<file path="src/rtl/rxd_pkg.sv">
package rxd_pkg;
  localparam int ADDR_W     = 32;
  localparam int WORD_W     = 32;
  localparam int CNT_W      = 16;
  localparam int OWN_BIT    = 31;
  localparam int DESC_WORDS = 4;

  typedef enum logic [3:0] {
    S_IDLE,
    S_PICK,
    S_RD,
    S_EVAL,
    S_PAY,
    S_PWR,
    S_WB1,
    S_WB0,
    S_DONE,
    S_DRAIN
  } rxd_state_e;
endpackage

</file>
<file path="src/rtl/rxd_ring_pick.sv">
module rxd_ring_pick #(
  parameter int NRINGS = 4,
  parameter int RIW    = 2
) (
  input  logic [NRINGS-1:0] live,
  input  logic [RIW:0]      start,
  output logic              found,
  output logic [RIW-1:0]    idx
);
  // lowest live ring at or above start wins
  always_comb begin
    found = 1'b0;
    idx   = '0;
    for (int i = NRINGS - 1; i >= 0; i--) begin
      if (live[i] && (i >= int'(start))) begin
        found = 1'b1;
        idx   = RIW'(i);
      end
    end
  end
endmodule

</file>
<file path="src/rtl/rxd_lane_pack.sv">
module rxd_lane_pack (
  input  logic        clk,
  input  logic        rst,
  input  logic        load,
  input  logic        clr,
  input  logic [1:0]  lane,
  input  logic [7:0]  din,
  output logic [31:0] word,
  output logic [3:0]  be
);
  for (genvar g = 0; g < 4; g++) begin : g_lane
    logic [7:0] byte_q;
    always_ff @(posedge clk) begin
      if (rst || clr) begin
        byte_q <= '0;
        be[g]  <= 1'b0;
      end else if (load && (lane == 2'(g))) begin
        byte_q <= din;
        be[g]  <= 1'b1;
      end
    end
    assign word[g*8 +: 8] = byte_q;
  end

  // a lane is filled at most once per flushed word
  assert_lane_free_R5: assert property (@(posedge clk) disable iff (rst)
    load |-> !be[lane]);
  assert_no_load_on_flush_R5: assert property (@(posedge clk) disable iff (rst)
    clr |-> !load);
endmodule

</file>
<file path="src/rtl/rx_desc_dma.sv">
module rx_desc_dma #(
  parameter int NRINGS = 4,
  parameter int LEN_W  = 16,
  localparam int RIW   = (NRINGS > 1) ? $clog2(NRINGS) : 1
) (
  input  logic                 clk,
  input  logic                 rst,
  input  logic                 prefix_en,
  input  logic [NRINGS*32-1:0] ring_head,
  input  logic [NRINGS*32-1:0] ring_wptr,
  output logic                 wptr_we,
  output logic [RIW-1:0]       wptr_idx,
  output logic [31:0]          wptr_val,
  output logic                 rx_done,
  input  logic                 hdr_valid,
  input  logic [LEN_W-1:0]     hdr_len,
  output logic                 hdr_ready,
  input  logic                 dat_valid,
  input  logic [7:0]           dat_byte,
  output logic                 dat_ready,
  output logic                 mem_req,
  output logic                 mem_we,
  output logic [31:0]          mem_addr,
  output logic [31:0]          mem_wdata,
  output logic [3:0]           mem_be,
  input  logic [31:0]          mem_rdata,
  input  logic                 mem_ack
);
  import rxd_pkg::*;

  localparam int WI_W = $clog2(DESC_WORDS);

  rxd_state_e         state;
  logic [LEN_W-1:0]   len_q, left;
  logic               pre_q;
  logic [RIW:0]       start;
  logic [RIW-1:0]     ring;
  logic [ADDR_W-1:0]  dsc_addr, bufa, nxt, baddr, pwaddr;
  logic [WORD_W-1:0]  cmd;
  logic [CNT_W-1:0]   bsize;
  logic [WI_W-1:0]    wi;

  logic [NRINGS-1:0]  live;
  logic               pick_found;
  logic [RIW-1:0]     pick_idx;
  logic [ADDR_W-1:0]  head_sel;
  logic [CNT_W-1:0]   cnt_val;
  logic               fits;
  logic               pk_load, pk_clr;
  logic [31:0]        pk_word;
  logic [3:0]         pk_be;

  for (genvar g = 0; g < NRINGS; g++) begin : g_live
    assign live[g] = |ring_wptr[g*32 +: 32];
  end

  rxd_ring_pick #(.NRINGS(NRINGS), .RIW(RIW)) u_pick (
    .live  (live),
    .start (start),
    .found (pick_found),
    .idx   (pick_idx)
  );

  assign head_sel = ring_head[ring*32 +: 32];
  assign cnt_val  = CNT_W'(len_q) + (pre_q ? CNT_W'(2) : CNT_W'(0));
  assign fits     = cmd[OWN_BIT] && (bsize >= CNT_W'(len_q));
  assign pk_load  = (state == S_PAY) && dat_valid;
  assign pk_clr   = (state == S_PWR) && mem_ack;

  rxd_lane_pack u_pack (
    .clk  (clk),
    .rst  (rst),
    .load (pk_load),
    .clr  (pk_clr),
    .lane (baddr[1:0]),
    .din  (dat_byte),
    .word (pk_word),
    .be   (pk_be)
  );

  always_ff @(posedge clk) begin
    if (rst) begin
      state    <= S_IDLE;
      len_q    <= '0;
      left     <= '0;
      pre_q    <= 1'b0;
      start    <= '0;
      ring     <= '0;
      dsc_addr <= '0;
      bufa     <= '0;
      nxt      <= '0;
      baddr    <= '0;
      pwaddr   <= '0;
      cmd      <= '0;
      bsize    <= '0;
      wi       <= '0;
    end else begin
      case (state)
        S_IDLE: if (hdr_valid) begin
          len_q <= hdr_len;
          left  <= hdr_len;
          pre_q <= prefix_en;
          start <= '0;
          state <= S_PICK;
        end
        S_PICK: begin
          if (pick_found) begin
            ring     <= pick_idx;
            dsc_addr <= ring_wptr[pick_idx*32 +: 32];
            wi       <= '0;
            state    <= S_RD;
          end else begin
            state <= (left == '0) ? S_IDLE : S_DRAIN;
          end
        end
        S_RD: if (mem_ack) begin
          case (wi)
            2'd0:    cmd   <= mem_rdata;
            2'd1:    bsize <= mem_rdata[31:16];
            2'd2:    bufa  <= mem_rdata;
            default: nxt   <= mem_rdata;
          endcase
          wi <= wi + 1'b1;
          if (wi == WI_W'(DESC_WORDS - 1)) state <= S_EVAL;
        end
        S_EVAL: begin
          if (fits) begin
            baddr <= bufa + (pre_q ? 32'd2 : 32'd0);
            state <= (len_q == '0) ? S_WB1 : S_PAY;
          end else if (nxt == head_sel) begin
            start <= {1'b0, ring} + 1'b1;
            state <= S_PICK;
          end else begin
            dsc_addr <= nxt;
            wi       <= '0;
            state    <= S_RD;
          end
        end
        S_PAY: if (dat_valid) begin
          left   <= left - 1'b1;
          baddr  <= baddr + 1'b1;
          pwaddr <= {baddr[31:2], 2'b00};
          if ((baddr[1:0] == 2'd3) || (left == LEN_W'(1))) state <= S_PWR;
        end
        S_PWR: if (mem_ack) state <= (left == '0) ? S_WB1 : S_PAY;
        S_WB1: if (mem_ack) state <= S_WB0;
        S_WB0: if (mem_ack) state <= S_DONE;
        S_DONE: state <= S_IDLE;
        S_DRAIN: if (dat_valid) begin
          left <= left - 1'b1;
          if (left == LEN_W'(1)) state <= S_IDLE;
        end
        default: state <= S_IDLE;
      endcase
    end
  end

  // outputs decoded from state flops only
  assign hdr_ready = (state == S_IDLE);
  assign dat_ready = (state == S_PAY) || (state == S_DRAIN);
  assign mem_req   = (state == S_RD) || (state == S_PWR) || (state == S_WB1) || (state == S_WB0);
  assign mem_we    = (state == S_PWR) || (state == S_WB1) || (state == S_WB0);
  assign wptr_we   = (state == S_DONE);
  assign rx_done   = (state == S_DONE);
  assign wptr_idx  = ring;
  assign wptr_val  = nxt;

  always_comb begin
    mem_addr  = '0;
    mem_wdata = '0;
    mem_be    = '0;
    case (state)
      S_RD: begin
        mem_addr = dsc_addr + {{(ADDR_W-WI_W-2){1'b0}}, wi, 2'b00};
        mem_be   = 4'hF;
      end
      S_PWR: begin
        mem_addr  = pwaddr;
        mem_wdata = pk_word;
        mem_be    = pk_be;
      end
      S_WB1: begin
        mem_addr  = dsc_addr + 32'd4;
        mem_wdata = {bsize, cnt_val};
        mem_be    = 4'hF;
      end
      S_WB0: begin
        mem_addr  = dsc_addr;
        mem_wdata = cmd & ~(32'd1 << OWN_BIT);
        mem_be    = 4'hF;
      end
      default: ;
    endcase
  end

  // request held with stable address and direction until acknowledged
  assert_req_hold_R9: assert property (@(posedge clk) disable iff (rst)
    (mem_req && !mem_ack) |=> (mem_req && $stable(mem_addr) && $stable(mem_we)));
  // the stream never delivers more bytes than announced
  assert_frame_bound_R10: assert property (@(posedge clk) disable iff (rst)
    (dat_valid && dat_ready) |-> (left != '0));
  // no memory traffic while waiting for a frame
  assert_idle_quiet_R10: assert property (@(posedge clk) disable iff (rst)
    hdr_ready |-> !mem_req);
  // the word written at the descriptor base releases ownership
  assert_release_R6: assert property (@(posedge clk) disable iff (rst)
    (mem_req && mem_we && (mem_be == 4'hF) && (mem_addr == dsc_addr)) |-> !mem_wdata[OWN_BIT]);
  // completion follows an acknowledged write
  assert_done_after_wb_R7: assert property (@(posedge clk) disable iff (rst)
    rx_done |-> $past(mem_req && mem_we && mem_ack));
endmodule

</file>
<file path="config.mk">
export PLATFORM = sky130hd
export DESIGN_NAME = rx_desc_dma
export DESIGN_NICKNAME = d
export VERILOG_FILES = /design/src/rtl/rxd_pkg.sv /design/src/rtl/rxd_ring_pick.sv /design/src/rtl/rxd_lane_pack.sv /design/src/rtl/rx_desc_dma.sv
export SDC_FILE = /design/constraint.sdc
export NUM_CORES = 1
export LEC_CHECK = 0
export ABC_AREA = 1
export BUFFER_PORTS_ARGS = -buffer_cell sky130_fd_sc_hd__buf_2
export CAP_MARGIN = 20
export CORE_MARGIN = 1
export CORE_UTILIZATION = 31
export CTS_BUF_LIST = sky130_fd_sc_hd__clkbuf_4 sky130_fd_sc_hd__clkbuf_8 sky130_fd_sc_hd__clkbuf_16
export DETAILED_ROUTE_END_ITERATION = 10
export SYNTH_ARGS = -nofsm -noshare
export SYNTH_HDL_FRONTEND = slang
export SYNTH_HIERARCHICAL = 1
export SYNTH_SLANG_ARGS = --single-unit
</file>
<file path="constraint.sdc">
create_clock -name clk -period 4.5 [get_ports clk]
set_clock_uncertainty 0.1 [all_clocks]
set_input_delay 0.45 -clock clk [delete_from_list [all_inputs] [get_ports clk]]
set_output_delay 0.45 -clock clk [all_outputs]
set_load 0.05 [all_outputs]
</file>
==> results of run 1 <==
## where the power goes
part	internal, mW	switching (mW)
combinational	0.971	2.32
sequential	2.83	0.275
clock	1.62	1.11
total	5.42	3.71
## cells in the final DEF, fill, tap and decap left out, types with 9 or more instances in the layout
cell type	synthesis	final
nand2_1	786	785
buf_2	26	414
inv_1	303	302
dfxtp_1	286	285
a21oi_1	262	262
nor2_1	265	259
o21ai_0	253	253
nand3_1	197	197
o221ai_1	46	46
nor3_1	41	40
nand4_1	38	38
nor4_1	37	37
clkbuf_16	0	35
xor2_1	34	34
a32o_1	32	32
ha_1	31	31
buf_4	8	31
o211ai_1	30	30
nor2_2	11	15
xnor2_1	13	13
buf_12	0	13
a31oi_1	11	11
inv_2	10	10
or2_2	9	9
## per-layer routing
metal  GRT usage (%)  up-vias  share of wire [%]
li1                -    10322                  -
met5               0        -                  0
met1           34.69     9892                 43
met4           7.702        0                2.9
met3           3.720      130                7.4
met2           44.69      964                 47
## worst paths after layout
| kind | startpoint | end | slack [ns] | cells after the start |
|---|---|---|---|---|
| min reg2reg | u_pack/be[3]$_SDFFE_PP0P_ | u_pack/be[3]$_SDFFE_PP0P_ | 0.35 | 2 |
| max reg2reg | state[0]$_SDFFE_PP0P_ | state[1]$_SDFFE_PP0P_ | 0.90 | 11 |
| max | state[0]$_SDFFE_PP0P_ | mem_addr[28] | 0.28 | 17 |
| min | hdr_len[0] | left[0]$_SDFFE_PP0P_ | 0.10 | 3 |
## worst min-delay path, stage by stage
cell and delay, ns:
buf_2 0.11, nand2_1 0.06, a31oi_1 0.07
## cell usage after synthesis (5+ instances only)
library cell,instances
a211oi_1,8
a21oi_1,262
a31oi_1,11
a32o_1,32
buf_1,13
buf_2,26
buf_4,8
buf_6,12
clkbuf_1,101
dfxtp_1,286
ha_1,31
inv_1,303
inv_2,10
nand2_1,786
nand3_1,197
nand4_1,38
nor2_1,265
nor2_2,11
nor3_1,41
nor3_2,5
nor4_1,37
o211ai_1,30
o21ai_0,253
o221ai_1,46
or2_2,9
xnor2_1,13
xor2_1,34
## area by class of cell
class / instances / share of cell area (%)
Multi-Input combinational cell: 2144 / 47.93
Sequential cell: 286 / 25.88
Timing Repair Buffer: 459 / 11.62
Inverter: 314 / 5.337
Clock buffer: 47 / 4.591
Tap cell: 765 / 4.325
Clock inverter: 7 / 0.2883
Antenna cell: 3 / 0.03392
## cell families after synthesis
group | Yosys count | share of synthesized area, %
AO/OA/AOI/OAI | 656 | 20.63
XOR/XNOR | 47 | 2.259
adder cells (fa/ha/maj) | 32 | 2.238
buffers and inverters | 474 | 10.60
flip-flops | 286 | 31.42
AND/OR/NAND/NOR | 1409 | 32.85
## flip-flops by register name, summed over array words and instances, names as in the netlist, 16 cells and up
signal / flops
dsc_addr: 32
left: 16
wptr_val: 32
len_q: 16
bsize: 16
bufa: 32
pwaddr: 30
baddr: 32
cmd: 32
u_pack/g_lane.byte_q: 32
## repair_timing
| action | CTS | global route |
|---|---|---|
| buffers inserted | 0 | 2 |
| gates resized for setup | 0 | 6 |
| endpoints found under the setup margin | 0 | 7 |
==> impl_results.md, run 1 <==
- Final WL: 81890 um
- Placed Cells: 3966
- Final setup viols: 0
- First-pass GRT wire length: 120100 um
- Yosys warns: 6
- Final worst-path cycle share: 93.75%
- Post-Synthesis Cells: 2904
- Worst skew pair latency: 0.54 ns
- Setup WS post-layout: 0.2814 ns
- DR WL/cell: 20.34 um
- Clock Path Buffers: 3
- Non-Filler Instances: 4025
- Slowest CP cell: dfxtp_1
- Top FF cell, synth: dfxtp_1
- Flops & latches, synth: 286
- Total grt overflow: 0
- Residual DRC: 0
- Core area: 57920 um^2
- Crit. End Element: output port
- Number of synthesized flops with an enable pin: 0
- Register area share after synthesis: 31.42%
- CTS sink cnt: 286
- Max Cap Violations: 0
- Mapped Area: 18220 um^2
- Root buffer cell: clkbuf_16
- Post-synth ARST share: 0%
- Synth unique cells: 48
- Layout cells sized above 1: 17.65%
- Tot Pwr: 9.131 mW
- Final hold vios: 0
- Die area: 59760 um^2
- Worst-path fanout max: 6
- Post-Syn Area per Cell: 6.275 um^2
- Critical Path RT: 3.95 ns
- Net Count, Synth: 3254
- Initial Util: 31.47%
- Final max-slew violation count: 0
- CTS tree: done
- GRT Total Usage: 26.43%
- Pin count of the biggest net entering global routing: 98
- Fill cells: 6474
- Gp weighted congestion: 1.072
- Area of the multi-input gates: 10610 um^2
- Status: finished clean
- Register area: 5727 um^2
- Row count: 88
- Final TNS setup: 0 ns
- Critical Path Max Stage Delay: 0.38 ns
- DR vias/cell: 5.294
- Worst Tran Pin Value: 1.055 ns
- Pre-CTS setup slack: 0.7481 ns
- Io pins: 426
- Relative slew slack: 29.62%
- Vias: 21308
- Post-DP HPWL: 63550 um
- Pwr dens: 412.6 nW/um^2
- Final worst path period need: 4.219 ns
- Top cell type's share of synthesized area: 31.42%
- Critical path class: flop to output port
- Vias in the first global route: 19282
- Initial DRC Count: 2104
- Achievable frequency: 237.0 MHz
- Clock transition at path regs: 0.06 ns
- Fin area: 22130 um^2
- Class of the worst hold path: input pin to flop
- CP cell instances: nor2_1 > nand2_2 > nor2_2 > inv_1 > nand2_1 > ha_1 > fa_1 > nand4_1 > nor3_4 > nand4_1 > or2_2 > nor2_2 > nand2_1 > o21ai_0 > o211ai_1 > nand3_1 > buf_12
- CP bufs+invs: 2
- Initial antenna violation count: 6
- Main area contributors after synthesis: dfxtp_1 (31%), nand2_1 (16%), a21oi_1 (7.2%)
- Maximum VDD drop: 0.2792 mV
- Area added between synthesis and finish: 21.44%
- Die Y: 244.5 um
- 1st-pass router iterations: 7
- # H-tree levels: 2
- Biggest area consumer among synthesized cells: dfxtp_1
- WHS: 0.1012 ns
- Post-DP Area: 21010 um^2
- TritonCTS buffer count: 34
- Die width: 244.5 um
- Worst path arrival time: 3.67 ns
- Post-DRT Antenna Nets: 0
- Pleak: 9.617 nW
- Fin util: 38.21%
- Hold buffer count at CTS: 0
- Nets: 3589
- Kind of cell adding the most delay to the critical path: simple AND/OR/NAND/NOR gates
- RSZ-0062 raised after global routing: false
- Crit path launch type: flop
- Port bufs: 425
(Power assumes the default switching activity.)
==> run 2: changes to the inputs <==
Settings changed: ABC_AREA 1 to not set, CORE_UTILIZATION 31 to 40.
==> run 2 against run 1 <==
Synthesized cell count down 24%; clock-buffer cell count fell by 4; critical path type unchanged; sequential share of layout area rose by 1.2 points; area after synthesis shrank 4.7%; largest power group is now registers; cell area is 4.5% lower; power decreased by 17%; maximum frequency fell by 1.5%; flip-flop and latch count stayed put; critical path depth is 3 lower.
==> impl_results.md, run 2 <==
- CP cell instances: nor2b_4 > nand2_1 > nand2_1 > ha_1 > fa_1 > nand3_1 > nor3_2 > buf_4 > and4_1 > and3_1 > and3_1 > nor3b_1 > a221o_1 > buf_2
- Mapped Area: 17370 um^2
- GRT Total Usage: 33.67%
- Fin area: 21130 um^2
- Crit path launch type: flop
- Slowest CP cell: dfxtp_2
- TritonCTS buffer count: 31
- Synth unique cells: 67
- Root buffer cell: clkbuf_16
- Row count: 75
- Hold Crit Depth: 3
- Post-Syn Area per Cell: 7.904 um^2
- Pleak: 7.917 nW
- Reg2reg start: wptr_idx[0]$_SDFFE_PP0P_
- Achievable frequency: 233.4 MHz
- Flops & latches, synth: 286
- WHS: 0.01392 ns
- Clock transition at path regs: 0.06 ns
- Layout cells sized above 1: 25.29%
- Worst reg-to-reg setup slack: 0.61 ns
- Final WL: 77250 um
- Post-DP Area: 20010 um^2
- Worst Tran Pin Value: 1.095 ns
- DR vias/cell: 5.994
- Worst path arrival time: 3.73 ns
- Post-Synthesis Cells: 2197
- Die area: 44250 um^2
- Pin count of the biggest net entering global routing: 176
- Final setup viols: 0
- Number of synthesized flops with an enable pin: 0
- Die width: 210.4 um
- Hold path startpoint: hdr_len[14]
- Crit. End Element: output port
- Post-synth top cells: nand2_1 (461), dfxtp_1 (286), a21oi_1 (284), clkbuf_1 (139), nor2_1 (134)
- Top cell type's share of synthesized area: 32.97%
- Clock Path Buffers: 3
- FF-to-FF End: state[0]$_SDFFE_PP0P_
- # H-tree levels: 1
- 1st-pass router iterations: 5
- Net Count, Synth: 2547
- Main area contributors after synthesis: dfxtp_1 (33%), nand2_1 (10%), a21oi_1 (8.2%)
- Dominant cell by count in the synthesized netlist: nand2_1
- Post-DP HPWL: 59890 um
- DR WL/cell: 24.63 um
- Hold Path End: len_q[14]$_SDFFE_PP0P_
- CTS sink cnt: 286
- First-pass GRT wire length: 112000 um
- Pwr dens: 357.9 nW/um^2
- Vias in the first global route: 17328
- Io pins: 426
- Biggest area consumer among synthesized cells: dfxtp_1
- Yosys warns: 6
- Nets: 2892
- Kind of cell adding the most delay to the critical path: simple AND/OR/NAND/NOR gates
- Worst-path fanout max: 9
- Initial antenna violation count: 4
- Max Cap Violations: 0
- R2R cell count: 8
- Critical Path Max Stage Delay: 0.44 ns
- Vias: 18802
- Gp weighted congestion: 0.9279
- CP bufs+invs: 2
- Critical Path RT: 3.95 ns
- Top FF cell, synth: dfxtp_1
- Final worst-path cycle share: 95.20%
- Post-synth ARST share: 0%
- Residual DRC: 0
- Initial Util: 40.94%
- Register area share after synthesis: 32.97%
- Die Y: 210.4 um
- Post-DRT Antenna Nets: 0
- Relative slew slack: 26.34%
- Worst skew pair latency: 0.60 ns
- Final hold vios: 0
- Core area: 42420 um^2
- CTS tree: done
- Class of the worst hold path: input pin to flop
- Most frequent cells in the layout: nand2_1 (461), buf_2 (422), a21oi_1 (284)
- Final worst path period need: 4.284 ns
- Status: finished clean
- Total grt overflow: 0
- Critical path class: flop to output port
- Final max-slew violation count: 0
- Maximum VDD drop: 0.2852 mV
- Most common cell after layout, fill and taps aside: nand2_1
- Initial DRC Count: 2067
- Port bufs: 425
- Area added between synthesis and finish: 21.69%
[run 2: changes by cell type after synthesis, sizes merged, moves of 60 or more]
cell	before	now
inv	313	41
nand2	789	461
o21ai	254	102
mux4	0	60
nand3	201	52
nor2	279	134
mux2i	0	100
[run 2: through the flow]
step                      total power [mW]  util, %  worst slack, ns  cells  setup TNS (ns)
after floorplan                      4.260        -          -0.1289   2197         -0.1289
after global placement               5.024    47.18           0.5060   3081               0
after detailed placement             5.050    47.18           0.4126   3081               0
after CTS                            7.535    49.51         0.002666   3131               0
after global routing                 7.869    49.81         -0.08775   3135        -0.08775
final                                7.564    49.82           0.2158   3137               0
[run 2: cell families after synthesis]
family | share of synthesized area [%]
multiplexers | 13.68
AO/OA/AOI/OAI | 18.62
XOR/XNOR | 3.581
flip-flops | 32.97
adder cells (fa/ha/maj) | 2.349
buffers and inverters | 4.597
AND/OR/NAND/NOR | 24.21
[run 2: worst max path at each step]
stage / depth (start not counted) / endpoint / slack [ns] / from
finish: 14 / mem_addr[18] / 0.22 / state[3]$_SDFFE_PP0P_
detailed placement: 13 / mem_addr[30] / 0.41 / state[3]$_SDFFE_PP0P_
global placement: 13 / mem_addr[31] / 0.51 / state[3]$_SDFFE_PP0P_
floorplan: 13 / mem_addr[30] / -0.13 / state[1]$_SDFFE_PP0P_
global route: 14 / mem_addr[30] / -0.09 / state[3]$_SDFFE_PP0P_
CTS: 13 / mem_addr[30] / 0.003 / state[3]$_SDFFE_PP0P_
[run 2: area by class of cell]
type / instances / area [um^2]
diodes: 2 / 5.005
clock buffers: 43 / 890.9
clock inverters: 6 / 72.57
fillers: 4336 / 21280
inverters: 41 / 153.9
multi-input cells: 1709 / 10940
flip-flops and latches: 286 / 5731
well taps: 577 / 721.9
repair buffers: 473 / 2614
[run 2: per-layer routing]
| metal | track usage [%] | up-vias | part of all wire, % |
|---|---|---|---|
| met5 | 0 | - | 0.014 |
| met4 | 9.917 | 2 | 3.2 |
| met3 | 5.453 | 124 | 8.3 |
| met2 | 51.16 | 905 | 44 |
| met1 | 48.71 | 9166 | 44 |
| li1 | - | 8605 | - |
[run 2: worst reg2reg max path, stage by stage (launching register included)]
cell       delay (ns)
dfxtp_2          0.69
buf_12           0.29
mux4_2           0.56
xnor2_1          0.17
nand4_1          0.18
or4_1            0.51
or4_1            0.70
and4_4           0.26
a2111oi_2        0.33
[run 2: where the power goes]
part	switching, mW	internal [mW]	leakage, nW	total, mW
sequential	0.345	2.76	2.32	3.10
clock	1.08	1.43	0.483	2.51
combinational	1.28	0.672	5.12	1.95
total	2.71	4.85	7.92	7.56
[run 2: what timing repair did]
item	in CTS	in global routing
hold buffers	1	0
endpoints found under the setup margin	5	9
setup buffers	0	1
gates resized for setup	3	8
endpoints found under the hold margin	1	0
pin swaps	0	2
